$ cat config.mk
export PLATFORM = sky130hd
export DESIGN_NAME = hwlock_bank
export DESIGN_NICKNAME = d
export VERILOG_FILES = /design/src/rtl/hwlock_pkg.sv /design/src/rtl/hwlock_decode.sv /design/src/rtl/hwlock_arb.sv /design/src/rtl/hwlock_state.sv /design/src/rtl/hwlock_bank.sv
export SDC_FILE = /design/constraint.sdc
export NUM_CORES = 1
export LEC_CHECK = 0
export BUFFER_PORTS_ARGS = -buffer_cell sky130_fd_sc_hd__buf_4
export CORE_MARGIN = 2
export CORE_UTILIZATION = 46
export DETAILED_ROUTE_END_ITERATION = 7
export GPL_ROUTABILITY_DRIVEN = 1
export HOLD_SLACK_MARGIN = 0.06
export PLACE_DENSITY_LB_ADDON = 0.2
export SLEW_MARGIN = 15
export SYNTH_ARGS = -nofsm -noshare
export SYNTH_HDL_FRONTEND = slang
export SYNTH_SLANG_ARGS = --single-unit
$ cat constraint.sdc
create_clock -name clk -period 1.5 [get_ports clk]
set_clock_uncertainty 0.1 [all_clocks]
set_input_delay 0.075 -clock clk [delete_from_list [all_inputs] [get_ports clk]]
set_output_delay 0.075 -clock clk [all_outputs]
set_load 0.02 [all_outputs]
$ cat src/rtl/hwlock_pkg.sv
package hwlock_pkg;
  localparam int WORD_W     = 32;
  localparam int LOCK_BASE  = 256;  // byte offset of lock 0
  localparam int STATUS_OFS = 0;    // byte offset of summary word
  localparam int STATUS_W   = 32;   // locks covered by the summary word
endpackage

$ cat src/rtl/hwlock_decode.sv
module hwlock_decode #(
  parameter int ADDR_W    = 12,
  parameter int NUM_LOCKS = 32,
  parameter int IDX_W     = $clog2(NUM_LOCKS)
) (
  input  logic [ADDR_W-1:0] addr,
  output logic              is_status,
  output logic              is_lock,
  output logic [IDX_W-1:0]  idx
);
  import hwlock_pkg::*;
  localparam logic [ADDR_W-1:0] BASE_A = ADDR_W'(LOCK_BASE);
  localparam logic [ADDR_W-1:0] SPAN_A = ADDR_W'(NUM_LOCKS * 4);
  localparam logic [ADDR_W-1:0] STAT_A = ADDR_W'(STATUS_OFS);

  logic [ADDR_W-1:0] off;

  always_comb begin
    off       = addr - BASE_A;
    is_status = (addr == STAT_A);
    is_lock   = (addr >= BASE_A) && (off < SPAN_A) && (addr[1:0] == 2'b00);
    idx       = off[IDX_W+1:2];
  end
endmodule

$ cat src/rtl/hwlock_arb.sv
module hwlock_arb #(
  parameter int NUM_REQ = 2,
  parameter int IDX_W   = 5
) (
  input  logic [NUM_REQ-1:0]       valid,
  input  logic [NUM_REQ-1:0]       is_lock,
  input  logic [NUM_REQ*IDX_W-1:0] idx,
  output logic [NUM_REQ-1:0]       grant
);
  logic [NUM_REQ-1:0] blocked;

  always_comb begin
    for (int i = 0; i < NUM_REQ; i++) begin
      blocked[i] = 1'b0;
      for (int j = 0; j < NUM_REQ; j++) begin
        if (j < i && valid[j] && is_lock[j] && is_lock[i] &&
            idx[j*IDX_W +: IDX_W] == idx[i*IDX_W +: IDX_W])
          blocked[i] = 1'b1;
      end
      grant[i] = valid[i] && !blocked[i];
    end
  end

  // the highest-priority port is never held off
  always_comb begin
    assert_port0_free_R8: assert (!valid[0] || grant[0]);
  end
endmodule

$ cat src/rtl/hwlock_state.sv
module hwlock_state #(
  parameter int NUM_REQ   = 2,
  parameter int NUM_LOCKS = 32,
  parameter int IDX_W     = $clog2(NUM_LOCKS)
) (
  input  logic                     clk,
  input  logic                     rst,
  input  logic [NUM_REQ-1:0]       take,
  input  logic [NUM_REQ-1:0]       drop,
  input  logic [NUM_REQ*IDX_W-1:0] idx,
  output logic [NUM_LOCKS-1:0]     lock_q
);
  logic [NUM_LOCKS-1:0] lock_d;

  always_comb begin
    lock_d = lock_q;
    for (int i = 0; i < NUM_REQ; i++) begin
      if (take[i]) lock_d[idx[i*IDX_W +: IDX_W]] = 1'b1;
      if (drop[i]) lock_d[idx[i*IDX_W +: IDX_W]] = 1'b0;
    end
  end

  always_ff @(posedge clk) begin
    if (rst) lock_q <= '0;
    else     lock_q <= lock_d;
  end

  // cycles without a take or release leave every lock alone
  assert_quiet_R7: assert property (@(posedge clk) disable iff (rst)
    (take == '0 && drop == '0) |=> $stable(lock_q));

  // all locks free on leaving reset
  assert_reset_clear_R10: assert property (@(posedge clk) disable iff (rst)
    $fell(rst) |-> (lock_q == '0));
endmodule

$ cat src/rtl/hwlock_bank.sv
module hwlock_bank #(
  parameter int NUM_REQ   = 2,
  parameter int NUM_LOCKS = 32,
  parameter int ADDR_W    = 12
) (
  input  logic                      clk,
  input  logic                      rst,
  input  logic [NUM_REQ-1:0]        req_valid,
  input  logic [NUM_REQ-1:0]        req_write,
  input  logic [NUM_REQ*ADDR_W-1:0] req_addr,
  input  logic [NUM_REQ*32-1:0]     req_wdata,
  output logic [NUM_REQ-1:0]        req_ready,
  output logic [NUM_REQ-1:0]        resp_valid,
  output logic [NUM_REQ*32-1:0]     resp_rdata
);
  import hwlock_pkg::*;
  localparam int IDX_W = $clog2(NUM_LOCKS);

  logic [NUM_REQ-1:0]        is_status, is_lock, grant, take, drop;
  logic [NUM_REQ*IDX_W-1:0]  idx;
  logic [NUM_LOCKS-1:0]      lock_q;
  logic [NUM_REQ*WORD_W-1:0] rd_word;

  for (genvar g = 0; g < NUM_REQ; g++) begin : g_port
    hwlock_decode #(.ADDR_W(ADDR_W), .NUM_LOCKS(NUM_LOCKS), .IDX_W(IDX_W)) dec_i (
      .addr      (req_addr[g*ADDR_W +: ADDR_W]),
      .is_status (is_status[g]),
      .is_lock   (is_lock[g]),
      .idx       (idx[g*IDX_W +: IDX_W])
    );
    assign take[g] = grant[g] && is_lock[g] && !req_write[g];
    assign drop[g] = grant[g] && is_lock[g] && req_write[g] &&
                     (req_wdata[g*WORD_W +: WORD_W] == '0);

    // a granted lock read leaves that lock held
    assert_take_R2: assert property (@(posedge clk) disable iff (rst)
      take[g] |=> lock_q[$past(idx[g*IDX_W +: IDX_W])]);
    // a granted zero store frees that lock
    assert_release_R4: assert property (@(posedge clk) disable iff (rst)
      drop[g] |=> !lock_q[$past(idx[g*IDX_W +: IDX_W])]);
    // a lock read answers with bits 31..1 clear
    assert_lockword_R1: assert property (@(posedge clk) disable iff (rst)
      $past(take[g]) |-> (resp_rdata[g*WORD_W+1 +: WORD_W-1] == '0));
  end

  hwlock_arb #(.NUM_REQ(NUM_REQ), .IDX_W(IDX_W)) arb_i (
    .valid   (req_valid),
    .is_lock (is_lock),
    .idx     (idx),
    .grant   (grant)
  );

  hwlock_state #(.NUM_REQ(NUM_REQ), .NUM_LOCKS(NUM_LOCKS), .IDX_W(IDX_W)) st_i (
    .clk    (clk),
    .rst    (rst),
    .take   (take),
    .drop   (drop),
    .idx    (idx),
    .lock_q (lock_q)
  );

  assign req_ready = grant;

  always_comb begin
    for (int i = 0; i < NUM_REQ; i++) begin
      rd_word[i*WORD_W +: WORD_W] = '0;
      if (!req_write[i]) begin
        if (is_status[i])
          rd_word[i*WORD_W +: WORD_W] = WORD_W'(lock_q[STATUS_W-1:0]);
        else if (is_lock[i])
          rd_word[i*WORD_W +: WORD_W] = WORD_W'(lock_q[idx[i*IDX_W +: IDX_W]]);
      end
    end
  end

  always_ff @(posedge clk) begin
    if (rst) begin
      resp_valid <= '0;
      resp_rdata <= '0;
    end else begin
      resp_valid <= grant;
      for (int i = 0; i < NUM_REQ; i++)
        resp_rdata[i*WORD_W +: WORD_W] <= grant[i] ? rd_word[i*WORD_W +: WORD_W] : '0;
    end
  end
endmodule

# Yosys cells after proc, flatten, opt, wreduce, memory -nomap -nowiden
# Index checks and enable logic that the tools add are counted.
# W data, S select, Z words.
[totals]
in_bits = 94
wordCells = 68
ff_bits = 98
[op_classes]
reduce_logical = 28
add_sub_neg = 2
mux = 17
order_cmp = 8
n_eq_ne = 1
bitwise = 8
[ops]
columns = ["cell", "n"]
rows = [
  ["$mux W32", 6],
  ["$and A32 B32 Y32", 2],
  ["$logic_not A32 Y1", 2],
  ["$not A32 Y32", 2],
  ["$or A32 B32 Y32", 2],
  ["$ge A12 B9 Y1 const B", 2],
  ["$logic_not A12 Y1", 2],
  ["$lt A12 B8 Y1 const B", 2],
  ["$sub A12 B9 Y12 const B", 2],
  ["$logic_and A1 B1 Y1", 17],
  ["$lt A5 B6 Y1 const B", 2],
  ["$bmux W1 S5", 2],
  ["$demux W1 S5", 2],
  ["$ge A5 B1 Y1 const B", 2],
  ["$mux W1", 7],
  ["$reduce_or A3 Y1", 2],
  ["$eq A5 B5 Y1", 1],
  ["$logic_not A2 Y1", 2],
  ["$logic_not A1 Y1", 3],
  ["$not A1 Y1", 2],
]

# Depth between registers and ports, before layout
[logic_depth]
depth_word = 15
depth_mapped = 8
ltp_nobuf = 6

# Modules after synthesis
# A second synthesis with hierarchy kept.
[unflattened]
hier_cells = 502
hier_area_um2 = 4968.5
[by_module_without_submodules]
columns = ["mod", "instances", "cells_each", "seq_area_each_um2", "area_each_um2"]
rows = [
  ["hwlock_bank", 1, 233, 1321.3, 2598.7],
  ["hwlock_state", 1, 238, 640.6, 2138.3],
  ["hwlock_decode", 2, 11, 0.0, 80.1],
  ["hwlock_arb", 1, 9, 0.0, 71.3],
]

# Worst setup path after synthesis
# No wires, ideal clock.
[synth_path]
path_type = "input -> register"
startpoint = "input port req_wdata[39]"
endpoint = "register st_i.lock_q[16]"
arrival_ns = 1.446
setup_slack_ns = -0.191
n_path_buf = 0
cell_stages = 5
path_cell_list = "or4_1 -> nor3_2 -> nand4_4 -> nor3_2 -> a221oi_1"
[synth_via]
elab_chain_cells = 3
[synth_rtl]
columns = ["item", "line_no", "rtl"]
rows = [
  ["from (decl)", "hwlock_bank.sv:11", "input logic [NUM_REQ*32-1:0] req_wdata,"],
  ["$logic_not A32 Y1", "hwlock_bank.sv:33", "(req_wdata[g*WORD_W +: WORD_W] == '0);"],
  ["$logic_and A1 B1 Y1", "hwlock_bank.sv:32", "assign drop[g] = grant[g] && is_lock[g] && req_write[g] &&"],
  ["$mux W32", "hwlock_state.sv:19", "if (drop[i]) lock_d[idx[i*IDX_W +: IDX_W]] = 1'b0;"],
  ["to (signal assigned)", "hwlock_state.sv:25", "else lock_q <= lock_d;"],
  ["to (decl)", "hwlock_state.sv:11", "output logic [NUM_LOCKS-1:0] lock_q"],
]
# No other way between the ends.
# A chain may end at the register's enable or synchronous reset.

# Worst setup path after layout
[layout_path]
startpoint = "register st_i.lock_q[23]"
endpoint = "register resp_rdata[32]"
[layout_via]
elab_chain_cells = 4
[layout_rtl]
columns = ["item", "line_no", "rtl"]
rows = [
  ["$bmux W1 S5", "hwlock_bank.sv:71", "rd_word[i*WORD_W +: WORD_W] = WORD_W'(lock_q[idx[i*IDX_W +: IDX_W]]);"],
  ["$mux W1 (not written as such)", "hwlock_bank.sv:71", ""],
  ["$mux W1", "hwlock_bank.sv:70", "else if (is_lock[i])"],
  ["$mux W32", "hwlock_bank.sv:68", "if (is_status[i])"],
  ["to (signal, indexed assignment)", "hwlock_bank.sv:83", "resp_rdata[i*WORD_W +: WORD_W] <= grant[i] ? rd_word[i*WORD_W +: WORD_W] : '0;"],
  ["to (decl)", "hwlock_bank.sv:14", "output logic [NUM_REQ*32-1:0] resp_rdata"],
]
# No other way between the ends. The select of a mux whose other input is x is not followed.

==> flow_summary.ini <==
[synthesis]
synth_edf_count = 0
yosysTopAreaCell = dfxtp_1
syn-instance-count = 473
synthAdderAreaFrac_pct = 0
synth_compound_area_share_pct = 19.68
yosys-top-cells-area = dfxtp_1, mux4_2, a221oi_1
synth-simple-area-share_pct = 26.33
ys_ff_latch = 98
syn_nets = 567
synth_area_um2 = 4818
ys_warn_count = 0
ys_async_sr_fraction_pct = 0
synth_top_family_by_area = simple AND/OR/NAND/NOR gates
avgSynthCellArea_um2 = 10.19
synth.area.mux_share_pct = 7.790
synth_ff_type = dfxtp_1
synth_xor_area_share_pct = 0.9089
yosysSeqAreaShare_pct = 40.72
ys_types = 55
synth_top_area_share_pct = 40.72

[layout]
final_cell_mix = buf_4, dfxtp_1, nand2_1, and3_1
area_growth_pct = 69.85
drive_above_1_share_pct = 59.49
final_cell_area_um2 = 8184
nFillCells = 620
layout.nets = 832
antenna_cells = 0
layout_commonest_cell = buf_4

[timing]
rsz0062_at_grt = true
setup_viol = 6
hold_violations = 0
hold_slack_ns = 0.09532
slew_viol_final = 0
maxSlewHeadroom_pct = 34.14
worst_pin_slew_ns = 0.9879
fin_crit_ns = 1.672
fin_crit_sh_pct = 111.5
timing.final.ws_setup_ns = -0.1719
max_clock_freq_mhz = 598.1

[place]
placedInstanceArea_um2 = 6999
gp_congestion = 0.9584
io_buffers = 161
place_hpwl_um = 12370

[critical_path]
crit_arrival_ns = 1.85
crit_fanout = 2
startpoint_type = flop
r2r_cells = 5
critical_path_required_ns = 1.68
crit_start = st_i.lock_q[23]
worstReg2RegStart = st_i.lock_q[23]
path_class = flop to flop
setup.worst_path.end_class = flop

[worst_hold_path]
hp-class = input pin to flop
hold_depth = 5
hp-start = req_addr[19]

[die]
coreArea_um2 = 10230
die-area_um2 = 11310
row_count = 37
die_x_um = 106.3
initial_utilization_pct = 47.10
die_h_um = 106.3
top_level_ports = 162

[global_routing]
grt_max_degree = 33
overflow = 0
grt_usage_pct = 30.39
grt_pass1_wl_um = 26120
antenna_found_initial = 0
grt_pass1_vias = 4848

[routing]
dr.pass1.iters = 5
wl_um = 18270
m1WireLength_um = 7168
postRouteAntennaNets = 0
top_layer = met4
vias = 5174
via_per_inst = 5.886
wl_met2_um = 9130
wl_per_cell_um = 20.79
drc = 0
wl_met3_um = 1310
first_iter_violations = 447

[clock_network]
path_clk_slew_ns = 0.10
cts_tree = yes
clock_sinks = 98
clkLatencyLatePin_ns = 0.39
root_buffer = clkbuf_8
clockBufferDepth = 2
htreeDepth = 3
numCtsBuffers = 9

[run]
drv_cap = 0

[power_and_ir_drop]
p_leak_nw = 3.409
p_per_area_nw_per_um2 = 620.7
max-vdd-ir-drop_v = 0.0004591

[run_status]
status = finished, violations left
failed_checks = setup timing
## registers in the layout, indices dropped and copies added (netlist names)
signal / cells
resp_rdata: 64
resp_valid: 2
st_i.lock_q: 32
## final cells by class
cell class,count,area [µm²],share of cell area [%]
multi-input combinational,336,3435,41.97
tap,136,170.2,2.079
inverter,3,11.26,0.1376
sequential,98,1976,24.14
timing repair buffer,290,2396,29.28
clock buffer,11,151.4,1.850
clock inverter,5,45.04,0.5504
## cells in the mapped netlist (all sizes together), types with 5 or more instances
cell and instances:
dfxtp 98, nand2 43, and3 36, a221oi 33, and2 32, o21bai 31
o31ai 31, buf 24, nor2 17, nor3 14, nor4 14, mux4 13
clkbuf 12, nand4 8, mux2i 6, nand2b 5, nor2b 5, xor2 5
## stage by stage
stage               total power, W  std cells  setup TNS, ns  setup slack (ns)  util [%]
floorplan                 0.002944        473         -3.940           -0.1321         -
global placement          0.003282        843         -19.00           -0.3223     68.41
detailed placement        0.003294        843         -22.22           -0.4366     68.41
CTS                       0.004989        868        -0.2556           -0.1568     71.62
global route              0.005222        879         -1.375           -0.2334     79.99
finish                    0.005080        879        -0.3712           -0.1719     79.99
## power by group
part | switching [W] | leakage (nW) | internal [W]
clock | 0.00101 | 0.0985 | 0.000721
sequential | 0.00000122 | 0.793 | 0.00260
combinational | 0.000401 | 2.52 | 0.000352
total | 0.00141 | 3.41 | 0.00367
## worst max-delay path: stages (launching register included)
cell     delay (ns)
dfxtp_1        0.35
mux4_2         0.48
mux2_2         0.29
o22ai_2        0.18
or4_1          0.13
a21oi_1        0.05
## cells by family (layout without fill, tap and decap cells)
group                     count (synthesis)  count (layout)
AOI/OAI and AO/OA                       111             111
xor gates and xnor gates                  5               5
buffers and inverters                    39             309
DFF                                      98              98
muxes                                    21              21
and+or+nand+nor                         199             199
## path summary, 6_finish.rpt
kind	end	slack, ns
worst max-delay path	resp_rdata[32]	-0.17
worst max register to register	resp_rdata[32]	-0.17
worst min register to register	resp_rdata[35]	0.47
worst min-delay path	st_i.lock_q[0]	0.1
## timing repair
item / CTS / global route
setup endpoints to repair: 4 / 35
resized for setup: 14 / 125
pin swaps: 8 / 55
setup buffers: 5 / 8
hold endpoints to repair: 5 / 0
cloned: 0 / 3
hold buffers: 5 / 0
## per-layer routing
metal	global-route usage [%]	vias up
met2	52.38	296
met3	5.089	44
met5	0	-
li1	-	2337
met1	38.07	2497
met4	11.37	0
Power figures use the tool's default switching activity.
